File: src/rtl/adc_out_pkg.sv
package adc_out_pkg;

   typedef struct packed {
      logic [1:0] route;
      logic [1:0] pol;
      logic       en_r;
      logic       en_l;
   } ctl_t;

   localparam int CTL_BITS  = 6;
   localparam int ADDR_CTL  = 0;
   localparam int ADDR_VOLL = 1;
   localparam int ADDR_VOLR = 2;

   // round(32768 * 2^(k/12)) for k = 0..11
   function automatic logic [15:0] semitone_mant(input logic [3:0] k);
      logic [15:0] m;
      case (k)
         4'd0:    m = 16'd32768;
         4'd1:    m = 16'd34716;
         4'd2:    m = 16'd36781;
         4'd3:    m = 16'd38968;
         4'd4:    m = 16'd41285;
         4'd5:    m = 16'd43740;
         4'd6:    m = 16'd46341;
         4'd7:    m = 16'd49097;
         4'd8:    m = 16'd52016;
         4'd9:    m = 16'd55109;
         4'd10:   m = 16'd58386;
         default: m = 16'd61858;
      endcase
      return m;
   endfunction

endpackage

File: src/rtl/adc_out_regs.sv
module adc_out_regs
   import adc_out_pkg::*;
#(
   parameter int ADDR_W    = 2,
   parameter int VOL_W     = 8,
   parameter int ZERO_CODE = 195
) (
   input  logic             clk,
   input  logic             rst,
   input  logic             wr_en,
   input  logic [ADDR_W-1:0] wr_addr,
   input  logic [VOL_W:0]   wr_data,
   output ctl_t             ctl,
   output logic [VOL_W-1:0] hold_l,
   output logic [VOL_W-1:0] hold_r,
   output logic [VOL_W-1:0] act_l,
   output logic [VOL_W-1:0] act_r
);

   localparam logic [VOL_W-1:0] RST_CODE = VOL_W'(ZERO_CODE);

   logic             hit_ctl, hit_l, hit_r, commit;
   logic [VOL_W-1:0] hold_l_nx, hold_r_nx;

   always_comb begin
      hit_ctl   = wr_en && (wr_addr == ADDR_W'(ADDR_CTL));
      hit_l     = wr_en && (wr_addr == ADDR_W'(ADDR_VOLL));
      hit_r     = wr_en && (wr_addr == ADDR_W'(ADDR_VOLR));
      commit    = (hit_l || hit_r) && wr_data[VOL_W];
      hold_l_nx = hit_l ? wr_data[VOL_W-1:0] : hold_l;
      hold_r_nx = hit_r ? wr_data[VOL_W-1:0] : hold_r;
   end

   always_ff @(posedge clk) begin
      if (rst) begin
         ctl    <= '0;
         hold_l <= RST_CODE;
         hold_r <= RST_CODE;
         act_l  <= RST_CODE;
         act_r  <= RST_CODE;
      end else begin
         if (hit_ctl) ctl <= ctl_t'(wr_data[CTL_BITS-1:0]);
         hold_l <= hold_l_nx;
         hold_r <= hold_r_nx;
         if (commit) begin
            act_l <= hold_l_nx;
            act_r <= hold_r_nx;
         end
      end
   end

endmodule

File: src/rtl/adc_out_prep.sv
module adc_out_prep
   import adc_out_pkg::*;
#(
   parameter int DATA_W = 24
) (
   input  ctl_t                     ctl,
   input  logic signed [DATA_W-1:0] adc_l,
   input  logic signed [DATA_W-1:0] adc_r,
   output logic signed [DATA_W-1:0] pre_l,
   output logic signed [DATA_W-1:0] pre_r
);

   localparam logic signed [DATA_W-1:0] NEG_LIM = {1'b1, {(DATA_W-1){1'b0}}};
   localparam logic signed [DATA_W-1:0] POS_LIM = {1'b0, {(DATA_W-1){1'b1}}};

   logic signed [DATA_W-1:0] gated_l, gated_r;
   logic signed [DATA_W-1:0] pre [2];

   always_comb begin
      gated_l = ctl.en_l ? adc_l : '0;
      gated_r = ctl.en_r ? adc_r : '0;
   end

   for (genvar ch = 0; ch < 2; ch++) begin : g_ch
      logic                     take_r;
      logic signed [DATA_W-1:0] routed;
      always_comb begin
         take_r = (ch == 0) ? ctl.route[1] : !ctl.route[0];
         routed = take_r ? gated_r : gated_l;
         if (!ctl.pol[ch])          pre[ch] = routed;
         else if (routed == NEG_LIM) pre[ch] = POS_LIM;
         else                       pre[ch] = -routed;
      end
   end

   assign pre_l = pre[0];
   assign pre_r = pre[1];

endmodule

File: src/rtl/adc_out_gain.sv
module adc_out_gain
   import adc_out_pkg::*;
#(
   parameter int DATA_W    = 24,
   parameter int VOL_W     = 8,
   parameter int MANT_W    = 16,
   parameter int STEPS     = 12,
   parameter int ZERO_CODE = 195,
   parameter bit ROUND_EN  = 1'b1
) (
   input  logic signed [DATA_W-1:0] smp,
   input  logic [VOL_W-1:0]         code,
   output logic signed [DATA_W-1:0] res
);

   localparam int FRAC   = MANT_W - 1;
   localparam int NOCT   = (ZERO_CODE + STEPS - 1) / STEPS;
   localparam int BIAS   = NOCT * STEPS - ZERO_CODE;
   localparam int SH_MAX = FRAC + NOCT;
   localparam int SH_W   = $clog2(SH_MAX + 1);
   localparam int IDX_W  = VOL_W + 1;
   localparam int PROD_W = DATA_W + MANT_W + 2;

   localparam logic signed [PROD_W-1:0] SAT_HI =
      {{(PROD_W-DATA_W+1){1'b0}}, {(DATA_W-1){1'b1}}};
   localparam logic signed [PROD_W-1:0] SAT_LO =
      {{(PROD_W-DATA_W+1){1'b1}}, {(DATA_W-1){1'b0}}};

   logic [IDX_W-1:0]         idx, oct_q, step_k;
   logic [SH_W-1:0]          sh;
   logic [MANT_W-1:0]        mant;
   logic signed [PROD_W-1:0] s_ext, m_ext, prod, biased, scaled;

   always_comb begin
      idx    = {1'b0, code} + IDX_W'(BIAS);
      oct_q  = idx / IDX_W'(STEPS);
      step_k = idx % IDX_W'(STEPS);
      sh     = SH_W'(SH_MAX) - SH_W'(oct_q);
      mant   = semitone_mant(step_k[3:0]);
      s_ext  = PROD_W'(smp);
      m_ext  = PROD_W'($signed({1'b0, mant}));
      prod   = s_ext * m_ext;
   end

   if (ROUND_EN) begin : g_round
      logic signed [PROD_W-1:0] half;
      always_comb begin
         half   = (PROD_W'(1) << sh) >>> 1;
         biased = prod + half;
      end
   end else begin : g_trunc
      always_comb biased = prod;
   end

   always_comb begin
      scaled = biased >>> sh;
      if (code == '0)           res = '0;
      else if (scaled > SAT_HI) res = SAT_HI[DATA_W-1:0];
      else if (scaled < SAT_LO) res = SAT_LO[DATA_W-1:0];
      else                      res = scaled[DATA_W-1:0];
   end

endmodule

File: src/rtl/adc_out_stage.sv
module adc_out_stage
   import adc_out_pkg::*;
#(
   parameter int DATA_W    = 24,
   parameter int VOL_W     = 8,
   parameter int ADDR_W    = 2,
   parameter int MANT_W    = 16,
   parameter int STEPS     = 12,
   parameter int ZERO_CODE = 195,
   parameter bit ROUND_EN  = 1'b1
) (
   input  logic                     clk,
   input  logic                     rst,
   input  logic                     in_valid,
   input  logic signed [DATA_W-1:0] in_left,
   input  logic signed [DATA_W-1:0] in_right,
   input  logic                     wr_en,
   input  logic [ADDR_W-1:0]        wr_addr,
   input  logic [VOL_W:0]           wr_data,
   output logic                     out_valid,
   output logic signed [DATA_W-1:0] out_left,
   output logic signed [DATA_W-1:0] out_right
);

   localparam int NOCT  = (ZERO_CODE + STEPS - 1) / STEPS;
   localparam int Q_MAX = ((1 << VOL_W) - 1 + NOCT * STEPS - ZERO_CODE) / STEPS;

   if (DATA_W < 8)                    begin : g_bad_data  $error("DATA_W too small"); end
   if (VOL_W != 8)                    begin : g_bad_vol   $error("VOL_W must be 8"); end
   if (STEPS != 12 || MANT_W != 16)   begin : g_bad_table $error("mantissa table is 12 x 16 bit"); end
   if (ZERO_CODE < 1 || ZERO_CODE >= (1 << VOL_W))
                                      begin : g_bad_zero  $error("ZERO_CODE out of range"); end
   if (MANT_W - 1 + NOCT < Q_MAX)     begin : g_bad_shift $error("gain shift underflows"); end
   if (ADDR_W < 2)                    begin : g_bad_addr  $error("ADDR_W too small"); end
   if (VOL_W + 1 < CTL_BITS)          begin : g_bad_wd    $error("write data too narrow"); end

   ctl_t                     ctl;
   logic [VOL_W-1:0]         hold_l, hold_r, act_l, act_r;
   logic signed [DATA_W-1:0] pre_l, pre_r;
   logic signed [DATA_W-1:0] pre_v [2];
   logic signed [DATA_W-1:0] gain_v [2];
   logic [VOL_W-1:0]         code_v [2];

   adc_out_regs #(.ADDR_W(ADDR_W), .VOL_W(VOL_W), .ZERO_CODE(ZERO_CODE)) u_regs (
      .clk    (clk),
      .rst    (rst),
      .wr_en  (wr_en),
      .wr_addr(wr_addr),
      .wr_data(wr_data),
      .ctl    (ctl),
      .hold_l (hold_l),
      .hold_r (hold_r),
      .act_l  (act_l),
      .act_r  (act_r)
   );

   adc_out_prep #(.DATA_W(DATA_W)) u_prep (
      .ctl  (ctl),
      .adc_l(in_left),
      .adc_r(in_right),
      .pre_l(pre_l),
      .pre_r(pre_r)
   );

   assign pre_v[0]  = pre_l;
   assign pre_v[1]  = pre_r;
   assign code_v[0] = act_l;
   assign code_v[1] = act_r;

   for (genvar ch = 0; ch < 2; ch++) begin : g_gain
      adc_out_gain #(
         .DATA_W(DATA_W), .VOL_W(VOL_W), .MANT_W(MANT_W), .STEPS(STEPS),
         .ZERO_CODE(ZERO_CODE), .ROUND_EN(ROUND_EN)
      ) u_gain (
         .smp (pre_v[ch]),
         .code(code_v[ch]),
         .res (gain_v[ch])
      );
   end

   always_ff @(posedge clk) begin
      if (rst) begin
         out_valid <= 1'b0;
         out_left  <= '0;
         out_right <= '0;
      end else begin
         out_valid <= in_valid;
         if (in_valid) begin
            out_left  <= gain_v[0];
            out_right <= gain_v[1];
         end
      end
   end

endmodule

File: config.mk
export PLATFORM = sky130hd
export DESIGN_NAME = adc_out_stage
export DESIGN_NICKNAME = d
export VERILOG_FILES = /design/src/rtl/adc_out_pkg.sv /design/src/rtl/adc_out_regs.sv /design/src/rtl/adc_out_prep.sv /design/src/rtl/adc_out_gain.sv /design/src/rtl/adc_out_stage.sv
export SDC_FILE = /design/constraint.sdc
export NUM_CORES = 2
export LEC_CHECK = 0
export ABC_AREA = 0
export BUFFER_PORTS_ARGS = -buffer_cell sky130_fd_sc_hd__buf_2
export CAP_MARGIN = 10
export CORE_ASPECT_RATIO = 0.6
export CORE_UTILIZATION = 65
export DETAILED_ROUTE_END_ITERATION = 12
export GPL_TIMING_DRIVEN = 1
export PLACE_DENSITY = 0.87
export SYNTH_ARGS = -nofsm -noshare
export SYNTH_HDL_FRONTEND = slang
export SYNTH_SLANG_ARGS = --single-unit
File: constraint.sdc
create_clock -name clk -period 18.01 [get_ports clk]
set_input_delay 0.9005 -clock clk [delete_from_list [all_inputs] [get_ports clk]]
set_output_delay 0.9005 -clock clk [all_outputs]
set_load 0.02 [all_outputs]
# Word-level counts from Yosys, hierarchy flattened
# Memories as Yosys holds them, arrays and structs flattened.
# Index checks and enable logic that the tools add are counted.
# word_totals
reg_bits	87
rom_bits	480
in_bits	63
out_inout_bits	49
wordCells	63
mem_count	2
# op_classes
add_sub_neg	8
mul	2
div	4
order_cmp	4
eq_ne	4
shifts	4
muxes	16
reduce_logical	8
# mem_list
name	depth	word_bits	read_ports	rd_clocked_by_memory_dff	wr	line	source
(name not given)	16	15	1	0	0	adc_out_pkg.sv:18	case (k)
(name not given)	16	15	1	0	0	adc_out_pkg.sv:18	
# ops
operator	n
2-to-1 mux 24 bit	14
adder 41 x 41 -> 42 bit	2
greater-than comparator 42 x 24 -> 1 bit (second input constant)	2
< comparator 42 x 24 -> 1 bit (second input constant)	2
left shift 1 x 6 -> 42 bit (first input constant)	2
>>> shifter 42 x 6 -> 42 bit	2
multiplier 24 x 17 -> 41 bit	2
== test 24 bit (second input constant)	2
negator 24 bit	2
adder 8 x 4 -> 9 bit (second input constant)	2
divider 9 x 4 -> 9 bit (second input constant)	2
remainder unit 9 x 4 -> 9 bit (second input constant)	2
zero test 8 bit	2
2-to-1 mux 8 bit	2
subtractor 6 bit (first input constant)	2
logical AND 1 bit	4
== test 2 x 1 -> 1 bit (second input constant)	1
== test 2 bit (second input constant)	1
zero test 2 bit	1
logical OR 1 bit	1

# Longest topological paths before layout
# logic_depth
depth_word	12
depth_mapped	52
mapped_depth_nobuf	44

# Modules after synthesis
# From an unflattened synthesis, not the netlist that was laid out.
# unflattened
hier_cells	5583
hier_area_um2	46940.0
# modules_own_cells
module	n_inst	cells_each	area_each_um2	seq_area_each_um2
adc_out_gain (g_gain[1].u_gain)	1	2496	20913.8	0.0
adc_out_gain (g_gain[0].u_gain)	1	2412	20515.9	0.0
adc_out_prep	1	386	2372.3	0.0
adc_out_stage	1	157	1737.9	980.9
adc_out_regs	1	132	1400.1	760.7

# Worst setup path after synthesis
# No wires, ideal clock.
# synth_path
path_kind	input -> register
start	input in_left[0]
end	register out_right[19]
setup_ns	0.129
arrival_time_ns	12.212
required_time_ns	17.881
setup_slack_ns	5.669
cell_stages	40
n_path_buf	4
cell_sequence	nand3_1 > o21ai_2 > or3_1 > or3_4 > or3_4 > or3_4 > or3_4 > nor3_2 > and3_2 > nand3_2 > o31ai_2 > mux2i_1 > a21o_1 > buf_2 > nor2_1 > fa_1 > inv_1 > fa_1 > [4 not listed] > ha_1 > clkbuf_1 > nand2_1 > o21ai_0 > a21oi_1 > or2_2 > a41oi_1 > xnor2_1 > clkbuf_1 > a21o_1 > a22oi_1 > a31oi_1 > or4_1 > nor4_2 > a21oi_1 > buf_2 > a211oi_1 > o21ai_0
# synth_between
elab_chain_len	12
elab_cells_between_ends	14
cone_classes	add/sub: 2; mul: 1; order compare: 2; eq/ne: 1; shift: 1; mux: 7
# synth_rtl
element	line	source
start: declaration	adc_out_stage.sv:15	input logic signed [DATA_W-1:0] in_left,
2-to-1 mux 24 bit (*)	adc_out_prep.sv:20	gated_l = ctl.en_l ? adc_l : '0;
2-to-1 mux 24 bit (*)	adc_out_prep.sv:29	routed = take_r ? gated_r : gated_l;
negator 24 bit / == test 24 bit (equally long branches)	adc_out_prep.sv:32, adc_out_prep.sv:31	
2-to-1 mux 24 bit	adc_out_prep.sv:31	else if (routed == NEG_LIM) pre[ch] = POS_LIM;
2-to-1 mux 24 bit (*)	adc_out_prep.sv:30	if (!ctl.pol[ch]) pre[ch] = routed;
multiplier 24 x 17 -> 41 bit (*)	adc_out_gain.sv:42	prod = s_ext * m_ext;
adder 41 x 41 -> 42 bit (*)	adc_out_gain.sv:49	biased = prod + half;
>>> shifter 42 x 6 -> 42 bit (*)	adc_out_gain.sv:56	scaled = biased >>> sh;
< comparator 42 x 24 -> 1 bit	adc_out_gain.sv:59	else if (scaled < SAT_LO) res = SAT_LO[DATA_W-1:0];
2-to-1 mux 24 bit	adc_out_gain.sv:59	
2-to-1 mux 24 bit (*)	adc_out_gain.sv:58	else if (scaled > SAT_HI) res = SAT_HI[DATA_W-1:0];
2-to-1 mux 24 bit (*)	adc_out_gain.sv:57	if (code == '0) res = '0;
end signal: assignment	adc_out_stage.sv:90	out_right <= gain_v[1];
end: declaration	adc_out_stage.sv:22	output logic signed [DATA_W-1:0] out_right
# Every way passes the cells marked *; elsewhere a longest branch is shown, timed or not.
# A chain may end at the register's enable or synchronous reset.

# Worst setup path in the final report
# layout_path
start	register u_regs.act_l[0]
end	register out_left[9]
# layout_between
elab_chain_len	10
elab_cells_between_ends	15
cone_classes	add/sub: 3; mul: 1; div: 2; order compare: 2; shift: 2; mux: 3; reduce/logical: 1; memory: 1
# layout_rtl
element	line	source
start: declaration	adc_out_regs.sv:16	output logic [VOL_W-1:0] act_l,
start signal: assignment	adc_out_regs.sv:46	act_l <= hold_l_nx;
adder 8 x 4 -> 9 bit	adc_out_gain.sv:35	idx = {1'b0, code} + IDX_W'(BIAS);
remainder unit 9 x 4 -> 9 bit / divider 9 x 4 -> 9 bit (equally long branches)	adc_out_gain.sv:37, adc_out_gain.sv:36	
memory read (16 x 15 bit) / subtractor 6 bit (equally long branches)	n/a	
multiplier 24 x 17 -> 41 bit / left shift 1 x 6 -> 42 bit (equally long branches)	adc_out_gain.sv:42, adc_out_gain.sv:48	
adder 41 x 41 -> 42 bit	adc_out_gain.sv:49	
>>> shifter 42 x 6 -> 42 bit	adc_out_gain.sv:56	
< comparator 42 x 24 -> 1 bit	adc_out_gain.sv:59	
2-to-1 mux 24 bit	adc_out_gain.sv:59	
2-to-1 mux 24 bit	adc_out_gain.sv:58	
2-to-1 mux 24 bit (*)	adc_out_gain.sv:57	
end signal: assignment	adc_out_stage.sv:89	out_left <= gain_v[0];
end: declaration	adc_out_stage.sv:21	output logic signed [DATA_W-1:0] out_left,
# Marked as above.

==> impl_results.md <==
- Simple-gate share of the synthesized area: 0.187
- Crit share post-route: 0.871
- Multi-input gate area: 38600 um2
- Slew headroom: 0.0518
- Register area share after synthesis: 0.0387
- Top-Level Pins: between 100 and 150
- Hold path endpoint: out_left[23]$_SDFFE_PP0P_
- Compound-gate portion of the synthesized area: 0.151
- Reg2reg end: out_left[9]$_SDFFE_PP0P_
- Cell taking the most area after synthesis: fa_1
- Total gr overflow: 0
- XOR/XNOR Fraction of Synth Area: 0.0185
- Hold path depth: 2
- Largest cells by area after synthesis: fa_1 39%, inv_1 7.8%, ha_1 6.4%
- Post-DP HPWL: 128000 um
- Static Leakage: 20.1 nW
- Number of max-cap violations: 0
- Slowest CP cell: a21oi_1
- Largest family of logic cells by synthesized area: adder cells
- FFs w/ async S/R, synth: 0
- Row count: 74
- Via density: 6.59
- Clk sink count: between 80 and 90
- DRT iter0 DRCs: between 6000 and 7000
- Syn_area_per_cell: 8.03 um2
- FF-to-FF setup slack: around 2.3 ns
- Area grow syn2layout: 3.80%
- Core Region: around 68000 um2
- Residual DRC count: 0
- Worst hold path class: reg2reg
- Clock Path Buffers: 2
- R2R cell count: 39
- # setup viols final: 0
- Post-synth EDFFs: 0
- Hold Vio Cnt, Final: 0
- Hold Worst Slack: roughly 0.45 ns
- Area after DPL: between 40000 and 50000 um2
- Reg area: ~1700 um2
- Flops & latches, synth: 87
- DR WL/cell: about 24 um
- Nets@finish: 6701
- Via count: around 43000
- RSZ-0062 raised after global routing: false
- Cell Area, Synth: 45000 um2
- Pwr dens: ~120 nW/um2
- Worst Path Required: 18.29 ns
- Max-slew violation count: 0
- Primary FF master, synth: dfxtp_1
- Tmin final: approximately 16 ns
- Worst Tran Pin Value: roughly 1.4 ns
- CTS root buf: clkbuf_16
- Postcts setup bufs: 0
- Synth Area in Adders: 0.450
- Synth top area share: 0.386
- Design area: 46700 um2
- Max Clock Skew: slightly below 0.04 ns
- Starting Density: 0.659
- Die Span Y: about 210 um
- Post-Layout Cell Count: around 6500
- CP endpoint kind: flop
- Fmax: 0.0638 GHz
- Routed WL: about 150000 um
- Global-route wire length before repair: about 240000 um
- H-Tree Depth: 3
- Multiplexer share of the synthesized area: 0.0471
- CP max stage delay: between 1 and 1.5 ns
- Outcome: completed
- Die width: ~340 um
- CTS resizes: 0
- Clock latency on the worst-skew pair: about 0.39 ns
- Synth cell types: approximately 110
- Inst Count DP: roughly 6400
- Post-synthesis cell count: 5600
- First-pass iteration count of the detailed router: 13
- GRT Total Usage: 0.441
- Setup TNS: 0 ns
- Die area: 70300 um2
- CP max FO: 40
- Post-synth top cells: 931 x inv_1, 868 x fa_1, 764 x nand2_1
- Clock slew at reported path FFs: about 0.07 ns
- Port bufs: 111
- Hold Buf Count CTS: 0
- Total power: approximately 5.6 mW
- CP dominant cell by count: fa_1
- Hold Startpoint: out_left[23]$_SDFFE_PP0P_
- Fillers: ~5400
- VDD IR max: about 0.089 mV
- Initial antenna violation count: 9
- Antenna-violating nets left: 0
- Pin count of the biggest net entering global routing: 56
- Share of cells above drive strength 1: 0.0682
- Critical setup path kind: reg2reg
- Worst r2r src: u_regs.act_l[0]$_SDFFE_PP1P_
- Crit path DAT: approximately 16 ns
- Synthesis Warnings: 0
- Number of global-route vias before repair: about 41000
- Startpoint types: flop
- CTS buffer count: 9
- RePlAce Congestion: between 1 and 1.5
- Most frequent cell after synthesis: inv_1
- CTS tree: built
==> cell usage in the layout, fill, tap and decap left out, types with 37 or more instances in the layout <==
cell      count
a211oi_1     95
a21o_1       47
a21oi_1     215
a31oi_1      54
and2_1      110
buf_2       111
buf_4        94
dfxtp_1      87
fa_1        868
ha_1        228
inv_1       931
mux2i_1     124
nand2_1     764
nand3_1     141
nand4_1      37
nor2_1      536
nor3_1       92
o211ai_1     39
o21ai_0     203
xnor2_1      61
==> state kept, by name, indices dropped and copies added (netlist names) <==
name,flops
out_left,24
out_right,24
out_valid,1
u_regs.act_l,8
u_regs.act_r,8
u_regs.ctl,6
u_regs.hold_l,8
u_regs.hold_r,8
==> layout make-up <==
class | instances | share of cell area
well taps | 912 | 0.0244
diodes | 4 | 0.000214
multi-input cells | 4277 | 0.827
flip-flops and latches | 87 | 0.0373
clock inverters | 7 | 0.00158
inverters | 959 | 0.0771
repair buffers | 206 | 0.0272
clock buffers | 9 | 0.00482
==> through the flow <==
| stage | util | setup WS, ns |
|---|---|---|
| 3_5_place_dp | 0.680 | 3.20 |
| 4_1_cts | 0.684 | 3.24 |
| 2_1_floorplan | - | 5.67 |
| 3_3_place_gp | 0.680 | 3.40 |
| 5_1_grt | 0.684 | 1.73 |
| 6_report | 0.684 | 2.33 |
==> metal layers <==
metal / vias to the layer above / share of wire / GRT usage
li1: 18100 / - / -
met1: 20500 / 0.41 / 0.664
met2: 3666 / 0.36 / 0.543
met3: 325 / 0.22 / 0.254
met4: 12 / 0.017 / 0.0573
met5: - / 0.00067 / 0.00347
==> logic make-up after synthesis <==
| kind of cell | count (synthesis) |
|---|---|
| simple gates | 1884 |
| other cells | 1 |
| fa+ha+maj | 1098 |
| flops | 87 |
| buf+inv | 1249 |
| mux | 174 |
| compound gates | 1012 |
| xor+xnor | 95 |
==> report_power, final <==
part	total [mW]	internal [mW]	switching [mW]	leakage, nW
clock network	0.202	0.0983	0.103	0.140
logic	5.13	1.66	3.48	19.2
registers	0.281	0.244	0.0369	0.717
total	5.62	2.00	3.62	20.1
==> critical path: cells and delay by family (launching register included) <==
| family | cells | cell delay (ns) |
|---|---|---|
| AO/OA/AOI/OAI | 17 | 6.25 |
| adder cells (fa/ha/maj) | 8 | 4.41 |
| AND/OR/NAND/NOR | 7 | 2.51 |
| buffers and inverters | 6 | 1.45 |
| flip-flops | 1 | 0.75 |
| XOR/XNOR | 1 | 0.20 |
==> worst max-delay path by stage <==
stage                            startpoint                          to  slack (ns)  cells after the start
2_1_floorplan                    in_left[0]  out_right[19]$_SDFFE_PP0P_        5.67                     40
3_3_place_gp                    in_right[0]    out_left[9]$_SDFFE_PP0P_        3.40                     39
3_5_place_dp                    in_right[0]    out_left[9]$_SDFFE_PP0P_        3.20                     39
4_1_cts        u_regs.act_l[0]$_SDFFE_PP1P_    out_left[9]$_SDFFE_PP0P_        3.24                     39
5_1_grt        u_regs.act_l[0]$_SDFFE_PP1P_   out_left[11]$_SDFFE_PP0P_        1.73                     39
6_report       u_regs.act_l[0]$_SDFFE_PP1P_    out_left[9]$_SDFFE_PP0P_        2.33                     39
No activity file was read; power rests on OpenSTA's default activity.
